## config.mk

```make
export PLATFORM = sky130hd
export DESIGN_NAME = serialRxFifo
export DESIGN_NICKNAME = d
export VERILOG_FILES = /design/src/rtl/serRxPkg.sv /design/src/rtl/rxCtrl.sv /design/src/rtl/rxData.sv /design/src/rtl/serialRxFifo.sv
export SDC_FILE = /design/constraint.sdc
export NUM_CORES = 1
export LEC_CHECK = 0
export ABC_AREA = 1
export BUFFER_PORTS_ARGS = -buffer_cell sky130_fd_sc_hd__buf_2
export CAP_MARGIN = 20
export CORE_MARGIN = 2
export CORE_UTILIZATION = 61
export DETAILED_ROUTE_END_ITERATION = 8
export GPL_TIMING_DRIVEN = 1
export HOLD_SLACK_MARGIN = 0.05
export PLACE_DENSITY = 0.79
export SLEW_MARGIN = 20
export SYNTH_ARGS = -nofsm -noshare
export SYNTH_HDL_FRONTEND = slang
export SYNTH_SLANG_ARGS = --single-unit
```

## constraint.sdc

```tcl
create_clock -name clk -period 4.45 [get_ports clk]
set_clock_uncertainty 0.2 [all_clocks]
set_input_delay 0 -clock clk [delete_from_list [all_inputs] [get_ports clk]]
set_output_delay 0 -clock clk [all_outputs]
set_load 0.1 [all_outputs]
```

## src/rtl/serRxPkg.sv

```systemverilog
package serRxPkg;
  typedef enum logic [1:0] {RX_IDLE, RX_START, RX_BITS} rxState_e;

  typedef struct packed {
    logic startSeen;
    logic frameDone;
    logic stopBad;
    logic parityBad;
    logic allZero;
  } rxStrb_t;

  localparam int FLAG_FULL = 0;
  localparam int FLAG_ERR  = 1;
  localparam int FLAG_BRK  = 2;
  localparam int FLAG_RDY  = 3;
  localparam int FLAG_N    = 4;
endpackage

```

## src/rtl/rxCtrl.sv

```systemverilog
module rxCtrl
  import serRxPkg::*;
#(
  parameter int DATA_W = 8,
  parameter int OVS    = 16
) (
  input  logic              clk,
  input  logic              rstN,
  input  logic              sampleEn,
  input  logic              rxdIn,
  input  logic              cfgParityEn,
  input  logic              cfgParityOdd,
  input  logic              cfgTwoStop,
  output rxStrb_t           strb,
  output logic [DATA_W-1:0] wordOut
);
  localparam int CNT_W = $clog2(OVS);
  localparam int BIT_W = $clog2(DATA_W + 4);
  localparam logic [CNT_W-1:0] MID  = CNT_W'(OVS / 2 - 1);
  localparam logic [CNT_W-1:0] LAST = CNT_W'(OVS - 1);

  rxState_e          state;
  logic [1:0]        syncQ;
  logic              rxS, markSeen, zeroQ, stopQ, parBitQ;
  logic [CNT_W-1:0]  tickCnt;
  logic [BIT_W-1:0]  bitIdx, stop1Idx, lastIdx;
  logic [DATA_W-1:0] shiftQ;

  assign rxS      = syncQ[1];
  assign stop1Idx = BIT_W'(DATA_W) + BIT_W'(cfgParityEn);
  assign lastIdx  = stop1Idx + BIT_W'(cfgTwoStop);
  assign wordOut  = shiftQ;

  always_ff @(posedge clk) begin
    if (!rstN) begin
      syncQ    <= 2'b11;
      state    <= RX_IDLE;
      markSeen <= 1'b0;
      tickCnt  <= '0;
      bitIdx   <= '0;
      shiftQ   <= '0;
      zeroQ    <= 1'b1;
      stopQ    <= 1'b1;
      parBitQ  <= 1'b0;
      strb     <= '0;
    end else begin
      syncQ <= {syncQ[0], rxdIn};
      strb  <= '0;
      if (sampleEn) begin
        case (state)
          RX_IDLE: begin
            if (rxS) markSeen <= 1'b1;
            else if (markSeen) begin
              state          <= RX_START;
              tickCnt        <= '0;
              markSeen       <= 1'b0;
              strb.startSeen <= 1'b1;
            end
          end
          RX_START: begin
            if (tickCnt == MID) begin
              tickCnt <= '0;
              if (rxS) state <= RX_IDLE;
              else begin
                state  <= RX_BITS;
                bitIdx <= '0;
                zeroQ  <= 1'b1;
              end
            end else tickCnt <= tickCnt + 1'b1;
          end
          RX_BITS: begin
            if (tickCnt == LAST) begin
              tickCnt <= '0;
              bitIdx  <= bitIdx + 1'b1;
              if (bitIdx < BIT_W'(DATA_W)) shiftQ <= {rxS, shiftQ[DATA_W-1:1]};
              else if (cfgParityEn && bitIdx == BIT_W'(DATA_W)) parBitQ <= rxS;
              if (bitIdx <= stop1Idx) zeroQ <= zeroQ & ~rxS;
              if (bitIdx == stop1Idx) stopQ <= rxS;
              if (bitIdx == lastIdx) begin
                state          <= RX_IDLE;
                strb.frameDone <= 1'b1;
                strb.stopBad   <= (bitIdx == stop1Idx) ? ~rxS : ~stopQ;
                strb.allZero   <= (bitIdx == stop1Idx) ? (zeroQ & ~rxS) : zeroQ;
                strb.parityBad <= cfgParityEn && ((^shiftQ ^ parBitQ) != cfgParityOdd);
              end
            end else tickCnt <= tickCnt + 1'b1;
          end
          default: state <= RX_IDLE;
        endcase
      end
    end
  end


  start_then_check_chk: assert property (@(posedge clk) disable iff (!rstN)
    strb.startSeen |-> state == RX_START);


  frame_from_bits_chk: assert property (@(posedge clk) disable iff (!rstN)
    strb.frameDone |-> $past(state) == RX_BITS && $past(sampleEn));
endmodule

```

## src/rtl/rxData.sv

```systemverilog
module rxData
  import serRxPkg::*;
#(
  parameter int DATA_W     = 8,
  parameter int DEPTH      = 16,
  parameter int TOUT_TICKS = 576
) (
  input  logic                         clk,
  input  logic                         rstN,
  input  logic                         sampleEn,
  input  rxStrb_t                      strb,
  input  logic [DATA_W-1:0]            wordIn,
  input  logic [$clog2(DEPTH):0]       cfgTrig,
  input  logic [FLAG_N-1:0]            flagClr,
  input  logic                         rdEn,
  output logic [DATA_W-1:0]            rdData,
  output logic                         rdValid,
  output logic [$clog2(DEPTH):0]       fillCount,
  output logic [FLAG_N-1:0]            flags
);
  localparam int PTR_W = $clog2(DEPTH);
  localparam int CNT_W = PTR_W + 1;
  localparam int TW    = $clog2(TOUT_TICKS + 1);
  localparam logic [CNT_W-1:0] FULL_N = CNT_W'(DEPTH);
  localparam logic [TW-1:0]    TOUT   = TW'(TOUT_TICKS);

  logic [DATA_W-1:0] mem [DEPTH];
  logic [PTR_W-1:0]  wrPtr, rdPtr;
  logic [CNT_W-1:0]  newCount;
  logic [TW-1:0]     toutCnt;
  logic [FLAG_N-1:0] setV;
  logic              fifoFull, storeOk, doRead, armRdy, restart;

  assign fifoFull = fillCount == FULL_N;
  assign storeOk  = strb.frameDone && !strb.stopBad && !fifoFull && !flags[FLAG_BRK];
  assign doRead   = rdEn && fillCount != '0;
  assign newCount = fillCount + CNT_W'(storeOk) - CNT_W'(doRead);
  assign armRdy   = fillCount != '0 && fillCount < cfgTrig;
  assign restart  = strb.startSeen || storeOk || doRead;
  assign rdData   = mem[rdPtr];
  assign rdValid  = fillCount != '0;

  always_comb begin
    setV           = '0;
    setV[FLAG_FULL] = storeOk && newCount >= cfgTrig;
    setV[FLAG_ERR]  = strb.frameDone && (strb.stopBad || strb.parityBad);
    setV[FLAG_BRK]  = strb.frameDone && strb.allZero;
    setV[FLAG_RDY]  = sampleEn && armRdy && !restart && toutCnt == TOUT - 1'b1;
  end

  always_ff @(posedge clk) begin
    if (storeOk) mem[wrPtr] <= wordIn;
  end

  always_ff @(posedge clk) begin
    if (!rstN) begin
      wrPtr     <= '0;
      rdPtr     <= '0;
      fillCount <= '0;
      toutCnt   <= '0;
      flags     <= '0;
    end else begin
      if (storeOk) wrPtr <= (wrPtr == PTR_W'(DEPTH - 1)) ? '0 : wrPtr + 1'b1;
      if (doRead)  rdPtr <= (rdPtr == PTR_W'(DEPTH - 1)) ? '0 : rdPtr + 1'b1;
      fillCount <= newCount;
      if (!armRdy || restart) toutCnt <= '0;
      else if (sampleEn && toutCnt != TOUT) toutCnt <= toutCnt + 1'b1;
      flags <= setV | (flags & ~flagClr);
    end
  end


  no_overflow_chk: assert property (@(posedge clk) disable iff (!rstN)
    fillCount <= FULL_N);


  brk_block_chk: assert property (@(posedge clk) disable iff (!rstN)
    (strb.frameDone && flags[FLAG_BRK] && !rdEn) |=> $stable(fillCount));


  stop_drop_chk: assert property (@(posedge clk) disable iff (!rstN)
    (strb.frameDone && strb.stopBad && !rdEn) |=> $stable(fillCount));


  rdy_when_low_chk: assert property (@(posedge clk) disable iff (!rstN)
    $rose(flags[FLAG_RDY]) |-> $past(fillCount) != '0 && $past(fillCount) < $past(cfgTrig));


  err_from_frame_chk: assert property (@(posedge clk) disable iff (!rstN)
    $rose(flags[FLAG_ERR]) |-> $past(strb.frameDone));
endmodule

```

## src/rtl/serialRxFifo.sv

```systemverilog
module serialRxFifo
  import serRxPkg::*;
#(
  parameter int DATA_W         = 8,
  parameter int FIFO_DEPTH     = 16,
  parameter int OVS            = 16,
  parameter int TIMEOUT_FRAMES = 3
) (
  input  logic                          clk,
  input  logic                          rstN,
  input  logic                          sampleEn,
  input  logic                          rxdIn,
  input  logic                          cfgParityEn,
  input  logic                          cfgParityOdd,
  input  logic                          cfgTwoStop,
  input  logic [$clog2(FIFO_DEPTH):0]   cfgTrigLevel,
  input  logic [3:0]                    cfgIrqEn,
  input  logic [3:0]                    flagClr,
  input  logic                          rdEn,
  output logic [DATA_W-1:0]             rdData,
  output logic                          rdValid,
  output logic [$clog2(FIFO_DEPTH):0]   fillCount,
  output logic [3:0]                    flags,
  output logic                          irqOut
);
  localparam int TOUT_TICKS = TIMEOUT_FRAMES * OVS * (DATA_W + 4);

  rxStrb_t           strb;
  logic [DATA_W-1:0] word;

  rxCtrl #(.DATA_W(DATA_W), .OVS(OVS)) uCtrl (
    .clk(clk), .rstN(rstN), .sampleEn(sampleEn), .rxdIn(rxdIn),
    .cfgParityEn(cfgParityEn), .cfgParityOdd(cfgParityOdd), .cfgTwoStop(cfgTwoStop),
    .strb(strb), .wordOut(word)
  );

  rxData #(.DATA_W(DATA_W), .DEPTH(FIFO_DEPTH), .TOUT_TICKS(TOUT_TICKS)) uData (
    .clk(clk), .rstN(rstN), .sampleEn(sampleEn), .strb(strb), .wordIn(word),
    .cfgTrig(cfgTrigLevel), .flagClr(flagClr), .rdEn(rdEn),
    .rdData(rdData), .rdValid(rdValid), .fillCount(fillCount), .flags(flags)
  );

  assign irqOut = |(flags & cfgIrqEn);
endmodule

```

Yosys cells after proc, flatten, opt, wreduce, memory -nomap -nowiden --
Memory sizes are Yosys's and may differ from the RTL's. A register that Yosys moved wholly into a read port is not among the register bits. Cells that the tools add are included.
Cells by class: bitwise logic cells 12, multiplexer cells 32, equal/unequal tests 20, $lt $le $gt $ge 4, $add $sub $neg 9, reductions and logical operators 41
Operator list (number):
- $mux W4 | 12
- $add A4 B1 Y4 const B | 4
- $eq A4 B4 Y1 const B | 4
- $reduce_and A4 Y1 | 4
- $reduce_and A5 Y1 | 3
- $logic_and A1 B1 Y1 | 14
- $mux W2 | 6
- $pmux W4 S3 | 1
- $reduce_and A6 Y1 | 2
- $add A10 B1 Y10 const B | 1
- $eq A10 B10 Y1 const B | 1
- $mux W1 | 10
- $ne A10 B10 Y1 const B | 1
- $ne A2 B1 Y1 const B | 5
- $and A4 B4 Y4 | 2
- $eq A4 B4 Y1 | 2
- $pmux W4 S2 | 1
- $reduce_or A4 Y1 | 2
- $reduce_xor A8 Y1 | 1
- $not A1 Y1 | 6
- $pmux W2 S3 | 1
- $add A5 B1 Y5 | 1
- $eq A5 B5 Y1 const B | 1
- $ge A5 B5 Y1 | 1
- other kinds (24) | 32
Word-level totals: word-level logic and storage cells 138, register bits after elaboration 56, memories kept 1, input port bits 21, output and inout bits 19, bits in writable memories 128
Memory list:
- uData.mem | words 16, bits a word 8, read ports 1, clocked after Yosys merged registers in 1, wr ports 1, RTL line rxData.sv:27 | logic [DATA_W-1:0] mem [DEPTH];

Depth between registers and ports, before layout --
Gate-level depths: netlist of run 1.
word-level depth 10, mapped depth 22, mapped depth without buffers 22

Hierarchy --
A second synthesis of run 1 with hierarchy kept.
Second synthesis, totals: cells, all modules 919, area, all modules 8823.5 µm²
By module, submodules not included:
- rxData | area each 7249.5 µm², seq. area each 4464.3 µm², instances 1, cells each 700
- rxCtrl | area each 1540.2 µm², seq. area each 580.6 µm², instances 1, cells each 210
- serialRxFifo | area each 33.8 µm², seq. area each 0.0 µm², instances 1, cells each 9

Least setup slack after synthesis of run 1 --
OpenSTA, ideal clock, no wires.
kind register -> register, from register uData.fillCount[3], to register uData.flags[0], arrival time 4.051 ns, stages on the path, launching flop included 22, setup time 0.132 ns, required time 4.118 ns, path slack 0.067 ns, clock period less this slack 4.383 ns, path buffers 0, cell sequence dfxtp_1 inv_1 ha_1 nand4_2 nand2_2 inv_1 nand2_1 nand2_1 ha_1 fa_1 nand2_1 inv_1 nor2_1 o21bai_1 xor2_1 inv_1 ha_1 a21oi_1 o21a_1 nand3_1 nand2_1 a21oi_1
On the way: elaborated cells on any way between the ends 11, those cells by class add/sub (2); order compare (1); eq/ne (1); bitwise (1); reduce/logical (6)
RTL lines:
- from (decl) | RTL line rxData.sv:18 | output logic [$clog2(DEPTH):0] fillCount,
- from (signal assigned) | RTL line rxData.sv:65 | fillCount <= newCount;
- $reduce_bool A5 Y1
- via rdValid | RTL line serialRxFifo.sv:21 | output logic rdValid,
- $logic_and A1 B1 Y1 | RTL line rxData.sv:36 | assign doRead = rdEn && fillCount != '0;
- $sub A5 B1 Y5 | RTL line rxData.sv:37 | assign newCount = fillCount + CNT_W'(storeOk) - CNT_W'(doRead);
- via uData.newCount[4] | RTL line rxData.sv:29 | logic [CNT_W-1:0] newCount;
- $ge A5 B5 Y1 | RTL line rxData.sv:45 | setV[FLAG_FULL] = storeOk && newCount >= cfgTrig;
- $logic_and A1 B1 Y1 | RTL line rxData.sv:45
- $or A4 B4 Y4 | RTL line rxData.sv:68 | flags <= setV | (flags & ~flagClr);
- to (signal assigned) | RTL line rxData.sv:68
- to (decl) | RTL line rxData.sv:19 | output logic [FLAG_N-1:0] flags
The timed path passes the listed nets, and every way through them passes these cells. A chain may end at the register's enable or synchronous reset.

Final worst setup path of run 1 --
from register uData.fillCount[3], to register uData.flags[0]
On the way: word-level cells in the longest chain between the ends 9, elaborated cells on any way between the ends 11, those cells by class add/sub (2); order compare (1); eq/ne (1); bitwise (1); reduce/logical (6)
RTL lines:
- $eq A5 B5 Y1 | RTL line rxData.sv:34 | assign fifoFull = fillCount == FULL_N;
- $logic_not A1 Y1 | RTL line rxData.sv:35 | assign storeOk = strb.frameDone && !strb.stopBad && !fifoFull && !flags[FLAG_BRK];
- $logic_and A1 B1 Y1 (2 in a row) | RTL line rxData.sv:35
- $add A5 B1 Y5 | RTL line rxData.sv:37
- $sub A5 B1 Y5 (*) | RTL line rxData.sv:37
- via uData.newCount[4] | RTL line rxData.sv:29
- $ge A5 B5 Y1 (*) | RTL line rxData.sv:45
- $logic_and A1 B1 Y1 (*) | RTL line rxData.sv:45
- $or A4 B4 Y4 (*) | RTL line rxData.sv:68
Mark *: on every way through the listed nets, which the timed path passes. The rest lies on a longest branch.

==> results of run 1 <==
## sequential cells by signal, summed over array words and instances, names as in the netlist, named ones only
register         flops
uCtrl.parBitQ        1
uCtrl.stopQ          1
uCtrl.tickCnt        4
uData.fillCount      5
uData.mem          128
uCtrl.markSeen       1
uData.wrPtr          4
uCtrl.syncQ          2
uCtrl.strb           5
uData.toutCnt       10
uCtrl.wordOut        8
uCtrl.zeroQ          1
uCtrl.state          2
uData.flags          4
uCtrl.bitIdx         4
uData.rdPtr          4
## path summary, 6_finish.rpt
| path | end | slack [ns] | cells after the start |
|---|---|---|---|
| worst max-delay path | uData.flags[0] | 0.48 | 22 |
| worst min-delay path | uCtrl.syncQ[0] | 0.08 | 3 |
| worst max register to register | uData.flags[0] | 0.48 | 22 |
| worst min register to register | uCtrl.syncQ[1] | 0.22 | 1 |
## critical path, stage by stage (launching register included)
cell and delay (ns):
dfxtp_1 0.34, inv_1 0.09, ha_1 0.18, nand4_2 0.14, nand2_2 0.15, inv_1 0.11, nand2_1 0.13, nand2_1 0.07
ha_1 0.22, fa_1 0.38, nand2_1 0.07, inv_1 0.06, nor2_1 0.09, o21bai_1 0.08, xor2_1 0.18, inv_1 0.06
ha_1 0.30, a21oi_1 0.13, o21a_1 0.12, nand3_1 0.06, nand2_1 0.06, a21oi_1 0.05, dlygate4sd3_1 0.58
## cells in the mapped netlist (all sizes together)
master / number / share of area (%)
a21oi: 72 / 4.7
buf: 22 / 1.6
clkbuf: 9 / 0.39
dfxtp: 60 / 14
edfxtp: 128 / 44
fa: 1 / 0.23
ha: 30 / 4.3
inv: 139 / 6.0
nand2: 163 / 7.2
nand3: 73 / 4.5
nand3b: 3 / 0.26
nand4: 13 / 1.0
nor2: 68 / 3.6
nor3: 4 / 0.36
nor3b: 1 / 0.14
nor4: 1 / 0.072
o211ai: 32 / 2.7
o21a: 1 / 0.086
o21ai: 60 / 3.5
o21bai: 1 / 0.086
or2: 3 / 0.21
xnor2: 2 / 0.20
xor2: 14 / 1.4
## cell families after synthesis
| family | Yosys count | synth area share [%] |
|---|---|---|
| buffers and inverters | 170 | 7.92 |
| AO/OA/AOI/OAI | 166 | 11.1 |
| XOR/XNOR | 16 | 1.60 |
| adder cells (fa/ha/maj) | 31 | 4.52 |
| AND/OR/NAND/NOR | 329 | 17.2 |
| flip-flops | 188 | 57.7 |
## metal layers
layer  vias to the layer above  track usage (%)  wire length [um]
met5                         -                0                 0
met4                         0             12.2               591
met3                        43             4.49               912
met2                       197             42.2              8850
met1                      2827             30.6              7390
li1                       3109                -                 -
## what timing repair did
item                      CTS  global route
hold buffers               17             0
hold endpoints to repair   55             0
setup buffers               0             0
## where the power goes
| group | internal (mW) | total [mW] | leakage [nW] | switching, mW |
|---|---|---|---|---|
| combinational | 0.392 | 1.33 | 2.14 | 0.939 |
| clock | 0.823 | 1.47 | 0.271 | 0.650 |
| sequential | 1.89 | 2.02 | 1.45 | 0.127 |
| total | 3.11 | 4.83 | 3.86 | 1.72 |
## cell type report
type                            instances  share of cell area, %
Clock buffer                           17                   4.35
Clock inverter                         15                   1.51
Inverter                              139                   5.33
Multi-Input combinational cell        542                   30.8
Sequential cell                       188                   51.6
Tap cell                              180                   2.30
Timing Repair Buffer                   58                   4.09
## per-stage QoR
step	hold slack, ns	std cells	util (%)
floorplan	-0.0934	900	-
global placement	-0.0105	1089	64.7
detailed placement	-0.00873	1089	64.7
CTS	0.0761	1138	70.0
global route	0.0963	1139	70.2
finish	0.0800	1139	70.2
==> results.tsv, run 1 <==
stage	metric	value	unit
drt	drtIter0Drc	521	
power_and_ir_drop	irDropWorstVdd	0.433	mV
drt	vias	6176	
setup_path	crit_start	uData.fillCount[3]	
final_layout	seq_area	0.00505	mm2
global_route	antenna_found_initial	0	
drt	drt-vias-per-instance	5.42	
setup_path	cp_data_arrival_time	4.10	ns
final_layout	areaGrowthSynthToFinish	11.8	%
hold_path	hold_path.class	in2reg	
setup_path	r2r_start	uData.fillCount[3]	
hold_path	hold_start	rxdIn	
global_route	grtUsageTotal	24.8	%
synthesis	syn_nets	952	
setup_path	cp-start-kind	register	
floorplan	die_y	124	um
clocking	clk_latency	0.44	ns
floorplan	core_region_area	0.0139	mm2
final_layout	multi_input_comb_area	0.00301	mm2
final_layout	layout_commonest_cell	nand2_1	
drt	wl_per_cell	15.6	um
clocking	cts_tree	yes	
timing	setup_tns	0	ns
floorplan	die_x	124	um
global_route	grt_first_pass_wirelength	28.6	mm
timing	drv_slew	0	
timing	setup_violations	0	
setup_path	path_max_fanout	6	
placed_design	place.port_buffers	39	
setup_path	cp.required	4.58	ns
clocking	clock_path_buffers	2	
final_layout	fin_area	0.00978	mm2
power_and_ir_drop	power	4.83	mW
synthesis	synth_cell_type_count	38	
floorplan	rows	43	
job	cap_violations	0	
final_layout	fillers	1038	
final_layout	fin_nets	998	
clocking	cts_max_level	4	
clocking	clk_pin_slew	0.07	ns
placed_design	hpwl	11.2	mm
timing	tightest_slew	0.896	ns
final_layout	layout_common_cells	nand2_1, inv_1, edfxtp_1	
floorplan	die_area	0.0153	mm2
timing	finalHoldViolations	0	
synthesis	ys_warn_count	0	
timing	max_freq	252	MHz
timing	fin_crit_sh	89.2	%
setup_path	worstSetupPathType	reg2reg	
final_layout	drive_gt1_share	12.5	%
clocking	cts_sinks	188	
timing	grt_setup_unrepaired	no	
drt	drtPass1Iterations	5	
synthesis	syn-cell-area	0.00875	mm2
drt	drc_errors	0	
global_route	gr-total-overflow	0	
synthesis	postSynthCellCount	900	
drt	totalWireLength	17.7	mm
floorplan	ios	40	
placed_design	gp_congestion	0.894	
floorplan	initial_utilization	62.8	%
setup_path	endpoint_kind	register	
placed_design	post-place-ws	1.01	ns
final_layout	diodes	0	
synthesis	ys_ff_latch	188	
timing	period_needed	3.97	ns
timing	slew_headroom	40.1	%
synthesis	avgSynthCellArea	9.72	um2
clocking	ctsRootBufferMaster	clkbuf_16	
power_and_ir_drop	p_per_area	493	mW/mm2
clocking	numCtsBuffers	17	
outcome	status	completed	
power_and_ir_drop	leakagePower	3.86	nW
timing	worst_slack	0.481	ns
synthesis	synth-seq-area-share	57.7	%
clocking	cts_resized	0	
global_route	grt_pass1_vias	5897	
global_route	grt_start_max_net_pins	129	
drt	ant_nets	0	
placed_design	place_area	0.00901	mm2
No activity file was read; power rests on OpenSTA's default activity.
==> run 2, diff against run 1 <==
- CORE_UTILIZATION: 61 -> 65
- PLACE_DENSITY: 0.79 -> 0.84
- SETUP_SLACK_MARGIN: not set -> 0.4
- clock period: 4.45 -> 4.6 ns (I/O delays scaled with it)
==> run 2 against run 1 <==
Critical path depth is the same. Worst setup slack lost 0.0015 ns. Total power grew 1.8%. Sequential cell count is the same. Cell count shrank 0.18%. Sequential share of layout area shrank 0.52 points. Via count grew 3.6%. Non-clock buffer count grew 2. First-iteration DRC count grew 24%. Combinational power grew 9.8%. Clock power grew 3%.
==> results.tsv, run 2 (same netlist as run 1, synthesis figures left out) <==
stage	metric	value	unit	change
final_layout	diodes	0		unchanged
floorplan	die_area	0.0144	mm2	-6.0%
drt	drtIter0Drc	648		+24%
timing	max_freq	243	MHz	-3.7%
setup_path	cp-start-kind	register		
power_and_ir_drop	internal_power	3.20	mW	+2.8%
timing	setup_violations	0		unchanged
power_and_ir_drop	irDropWorstVdd	0.246	mV	-43%
clocking	numCtsBuffers	17		unchanged
global_route	grt_pass1_vias	6093		+3.3%
hold_path	hold_path.class	in2reg		
placed_design	hpwl	11.3	mm	+0.17%
clocking	clk_latency	0.43	ns	about the same
clocking	cts_max_level	4		unchanged
final_layout	largest_reg_flops	128		unchanged
global_route	antenna_found_initial	0		unchanged
final_layout	areaGrowthSynthToFinish	12.9	%	
setup_path	cp_data_arrival_time	4.29	ns	+0.19 ns
final_layout	fin_nets	1000		+0.20%
final_layout	drive_gt1_share	13.0	%	+0.49 points
placed_design	place_area	0.00901	mm2	about the same
setup_path	path_max_fanout	6		unchanged
final_layout	layout_common_cells	nand2_1, inv_1, edfxtp_1		
timing	fin_hold_ws	0.125	ns	+0.0451 ns
power_and_ir_drop	p_seq_share	39.5	%	-2.4 points
global_route	grt_util_met3	4.52	%	+0.028 points
clocking	clock_path_buffers	2		unchanged
timing	tightest_slew	0.843	ns	-0.0521 ns
timing	period_needed	4.12	ns	+0.151 ns
global_route	grt_first_pass_wirelength	29.3	mm	+2.4%
floorplan	die_y	120	um	-3.0%
timing	slew_headroom	43.7	%	+3.6 points
placed_design	gp_congestion	0.880		-1.6%
job	cap_violations	0		unchanged
outcome	status	completed		
global_route	gr-total-overflow	0		unchanged
drt	wl_per_cell	16.1	um	+3.4%
drt	totalWireLength	18.3	mm	+3.2%
power_and_ir_drop	leakagePower	3.89	nW	+0.85%
floorplan	die_x	120	um	-3.0%
power_and_ir_drop	pwr-share-comb	29.7	%	+2.1 points
drt	drt-vias-per-instance	5.63		+3.7%
clocking	cts_sinks	188		unchanged
floorplan	initial_utilization	66.3	%	+3.5 points
timing	drv_slew	0		unchanged
clocking	cts_tree	yes		
power_and_ir_drop	clkPwrFrac	30.8	%	+0.3 points
power_and_ir_drop	netSwitchingPower	1.72	mW	about the same
timing	setup_tns	0	ns	unchanged
floorplan	rows	42		-2.3%
power_and_ir_drop	p_per_area	497	mW/mm2	+0.85%
final_layout	layout_commonest_cell	nand2_1		
timing	finalHoldViolations	0		unchanged
global_route	grt_util_met2	45.1	%	+2.9 points
setup_path	worstSetupPathType	reg2reg		
drt	drtPass1Iterations	5		unchanged
setup_path	endpoint_kind	register		
timing	fin_crit_sh	89.6	%	+0.38 points
placed_design	place.port_buffers	39		unchanged
floorplan	ios	40		unchanged
global_route	grt_start_max_net_pins	129		unchanged
final_layout	top_register	uData.mem		
drt	ant_nets	0		unchanged
timing	grt_setup_unrepaired	no		
global_route	grtUsageTotal	26.4	%	+1.6 points
final_layout	fin_area	0.00988	mm2	+0.97%
drt	drc_errors	0		unchanged
clocking	ctsRootBufferMaster	clkbuf_16		
setup_path	cp.required	4.77	ns	+0.19 ns
global_route	grtUsageMet1	33.3	%	+2.7 points
final_layout	fin_util	74.9	%	+4.7 points
power_and_ir_drop	power	4.91	mW	+1.8%
drt	vias	6396		+3.6%
floorplan	core_region_area	0.0132	mm2	-5.3%
global_route	top_usage_layer	met2		
power_and_ir_drop	power.share.switching	35.0	%	-0.62 points
clocking	clk_pin_slew	0.07	ns	about the same
## run 2: final cells by class
type	instances	area [um2]
sequential	188	5050
timing repair buffer	60	413
fill	861	3310
inverter	139	522
multi-input combinational	542	3060
tap	176	220
clock inverter	8	131
clock buffer	24	483
## run 2: path summary, 6_finish.rpt
| path | from | to | slack (ns) | depth (start not counted) |
|---|---|---|---|---|
| max | uData.fillCount[2] | uData.flags[0] | 0.48 | 22 |
| min reg2reg | uCtrl.zeroQ | uCtrl.strb[0] | 0.23 | 2 |
| max reg2reg | uData.fillCount[2] | uData.flags[0] | 0.48 | 22 |
| min | rxdIn | uCtrl.syncQ[0] | 0.13 | 3 |
## run 2: power groups by stage
stage	Clock (mW)	Combinational [mW]	Sequential, mW
after floorplan	0	1.02	2.02
after global placement	0	1.21	2.02
after detailed placement	0	1.24	2.02
after CTS	1.52	1.26	1.99
after global routing	1.60	1.59	1.96
final	1.51	1.46	1.94
## run 2: worst max-delay path, stage by stage (launching register included)
cell and delay (ns):
dfxtp_1 0.34, inv_1 0.13, ha_4 0.16, nand4_4 0.12
nand2_4 0.11, inv_1 0.09, nand2_2 0.10, nand2_1 0.05
ha_1 0.22, fa_1 0.39, nand2_1 0.08, inv_1 0.07
nor2_1 0.16, o21bai_1 0.13, xor2_1 0.20, inv_1 0.11
ha_4 0.30, nand2_1 0.07, o21a_1 0.18, nand3_1 0.08
nand2_1 0.08, a21oi_2 0.12, dlygate4sd3_1 0.56
## run 2: repair_timing
action	4_1_cts	5_1_grt
endpoints found under the hold margin	55	0
setup endpoints to repair	0	1
resized for setup	0	7
hold buffers	16	0
buffers inserted	0	3
## run 2: per-stage QoR
stage | worst slack [ns] | cells
floorplan | 0.526 | 900
global placement | 1.28 | 1085
detailed placement | 1.14 | 1085
global route | 0.263 | 1137
finish | 0.479 | 1137
CTS | 0.506 | 1133
## run 2: layer usage
metal | routed length [um] | vias up | part of all wire [%]
met1 | 7370 | 2988 | 40
met3 | 1270 | 52 | 6.9
met5 | 0 | - | 0
li1 | - | 3120 | -
met2 | 9060 | 236 | 49
met4 | 616 | 0 | 3.4
==> run 3, diff against run 2 <==
- BUFFER_PORTS_ARGS: -buffer_cell sky130_fd_sc_hd__buf_2 -> -buffer_cell sky130_fd_sc_hd__clkbuf_2
- GPL_TIMING_DRIVEN: 1 -> not set
- SLEW_MARGIN: 20 -> 0
==> run 3 against run 2 <==
Wire length grew 0.88%. Cell count is essentially flat. Maximum frequency grew 3.8%. Total power shrank 3.0%. Sequential share of layout area grew 0.32 points. Sequential cell count is the same. Non-clock buffer count shrank 1. Critical path type unchanged. Highest routed layer unchanged.
==> results.tsv, run 3 (same netlist as run 1, synthesis figures left out) <==
stage	metric	value	unit	change
timing	fin_crit_sh	86.3	%	-3.3 points
clocking	cts_sinks	188		unchanged
floorplan	die_x	120	um	unchanged
clocking	clk_latency	0.43	ns	about the same
final_layout	final_cells	1136		-0.088%
setup_path	reg2reg_depth	22		unchanged
final_layout	largest_reg_flops	128		unchanged
final_layout	fin_area	0.00982	mm2	-0.62%
drt	m1WireLength	7.57	mm	+2.7%
global_route	grt_start_max_net_pins	129		unchanged
drt	drtPass1Iterations	5		unchanged
timing	setup_tns	0	ns	unchanged
clocking	clock_path_buffers	2		unchanged
outcome	status	completed		
timing	tightest_slew	0.887	ns	+0.0432 ns
timing	slew_headroom	40.8	%	-2.9 points
hold_path	min_to	uCtrl.syncQ[0]		
final_layout	top_register	uData.mem		
drt	drc_errors	0		unchanged
setup_path	cp_data_arrival_time	4.09	ns	-0.20 ns
global_route	grt_pass1_vias	6200		+1.8%
hold_path	hold_path.class	in2reg		
drt	ant_nets	0		unchanged
timing	finalHoldViolations	0		unchanged
timing	fin_hold_ws	0.129	ns	+0.00398 ns
global_route	grt_first_pass_wirelength	29.9	mm	+2.1%
timing	grt_setup_unrepaired	no		
clocking	cts_tree	yes		
final_layout	multi_input_comb_area	0.00303	mm2	-0.90%
clocking	ctsRootBufferMaster	clkbuf_16		
drt	totalWireLength	18.5	mm	+0.88%
floorplan	die_area	0.0144	mm2	unchanged
final_layout	areaGrowthSynthToFinish	12.2	%	
drt	route.met2.wl	9.08	mm	+0.21%
final_layout	fillers	899		+4.4%
job	cap_violations	0		unchanged
timing	drv_slew	0		unchanged
clocking	numCtsBuffers	17		unchanged
global_route	antenna_found_initial	0		unchanged
timing	max_freq	252	MHz	+3.8%
setup_path	cp_cell_sequence	inv_1 -> ha_2 -> nand4_4 -> nand2_4 -> inv_1 -> nand2_2 -> nand2_1 -> ha_1 -> fa_2 -> nand2_1 -> inv_1 -> nor2_1 -> o21bai_1 -> xor2_1 -> inv_1 -> ha_1 -> a21oi_1 -> o21a_1 -> nand3_1 -> nand2_1 -> a21oi_1 -> dlygate4sd3_1		
global_route	grtUsageTotal	26.8	%	+0.34 points
setup_path	timing.rr.end	uData.flags[0]		
final_layout	drive_gt1_share	13.2	%	+0.22 points
drt	wl_per_cell	16.3	um	+0.97%
clocking	cts_max_level	4		unchanged
floorplan	rows	42		unchanged
setup_path	worstSetupPathType	reg2reg		
final_layout	diodes	0		unchanged
timing	period_needed	3.97	ns	-0.150 ns
timing	setup_violations	0		unchanged
drt	dr_wl_met3	1.24	mm	-2.2%
drt	drtIter0Drc	884		+36%
setup_path	cp_num_buf_inv	5		unchanged
final_layout	fin_nets	999		-0.10%
setup_path	cp.required	4.72	ns	-0.05 ns
power_and_ir_drop	leakagePower	3.88	nW	-0.21%
placed_design	hpwl	11.7	mm	+4.2%
placed_design	place_area	0.00901	mm2	unchanged
timing	worst_slack	0.630	ns	+0.150 ns
final_layout	layout_common_cells	nand2_1, inv_1, edfxtp_1		
drt	vias	6405		+0.14%
setup_path	cp-start-kind	register		
drt	top_layer	met4		
placed_design	placedCellCount	1085		unchanged
hold_path	min_delay_path_depth	3		unchanged
setup_path	crit_family	adder cells		
placed_design	post-place-ws	1.12	ns	-0.0232 ns
power_and_ir_drop	p_per_area	486	mW/mm2	-2.4%
final_layout	seq_area	0.00505	mm2	unchanged
power_and_ir_drop	power	4.77	mW	-3.0%
floorplan	ios	40		unchanged
floorplan	die_y	120	um	unchanged
setup_path	cpPeakStageDelay	0.58	ns	+0.02 ns
global_route	gr-total-overflow	0		unchanged
placed_design	place.port_buffers	39		unchanged
hold_path	hold_start	rxdIn		
setup_path	slowest_stage	dlygate4sd3_1		
floorplan	core_region_area	0.0132	mm2	unchanged
placed_design	gp_congestion	0.874		-0.64%
setup_path	r2r_start	uData.fillCount[3]		
clocking	clk_pin_slew	0.07	ns	about the same
final_layout	fin_util	74.4	%	-0.46 points
setup_path	crit_top_cell	inv_1		
setup_path	r2r_slack	0.63	ns	+0.15 ns
power_and_ir_drop	irDropWorstVdd	0.291	mV	+19%
setup_path	path_max_fanout	6		unchanged
drt	drt-vias-per-instance	5.64		+0.23%
setup_path	endpoint_kind	register		
floorplan	initial_utilization	66.3	%	unchanged
final_layout	layout_commonest_cell	nand2_1		
## run 3: worst min-delay path, delay by kind of cell
kind                   cells  cell delay (ns)
buffers and inverters      2             0.63
AND/OR/NAND/NOR            1             0.10
## run 3: layer usage
| metal | vias up | track usage, % |
|---|---|---|
| li1 | 3122 | - |
| met1 | 2951 | 34.5 |
| met3 | 55 | 3.94 |
| met4 | 0 | 12.3 |
| met5 | - | 0 |
| met2 | 277 | 45.0 |
## run 3: timing repair
item                                    in CTS  in global routing
gates resized for setup                      0                  4
hold buffers                                16                  0
endpoints found under the setup margin       0                  1
endpoints found under the hold margin       53                  0
setup buffers                                0                  2
## run 3: final cells by class
cell class              instances  share of cell area [%]
clock buffers                  17                    4.33
clock inverters                15                    1.66
inverters                     139                    5.31
multi-input cells             542                    30.9
flip-flops and latches        188                    51.4
well taps                     176                    2.24
repair buffers                 59                    4.13
## run 3: worst max-delay path by stage
| stage | start | slack, ns | endpoint | cells after the start |
|---|---|---|---|---|
| 6_report | uData.fillCount[3] | 0.63 | uData.flags[0] | 22 |
| 5_1_grt | uData.fillCount[3] | 0.40 | uData.flags[0] | 22 |
| 4_1_cts | uData.fillCount[3] | 0.54 | uData.flags[0] | 22 |
| 3_5_place_dp | uData.fillCount[3] | 1.12 | uData.flags[0] | 21 |
| 3_3_place_gp | uData.fillCount[3] | 1.27 | uData.flags[0] | 21 |
| 2_1_floorplan | uData.fillCount[3] | 0.53 | uData.flags[0] | 21 |
## run 3: report_power, final
| part | internal, mW | switching [mW] | leakage (nW) |
|---|---|---|---|
| Sequential | 1.83 | 0.0765 | 1.45 |
| Combinational | 0.400 | 0.999 | 2.15 |
| Clock | 0.810 | 0.653 | 0.286 |
| Total | 3.04 | 1.73 | 3.88 |
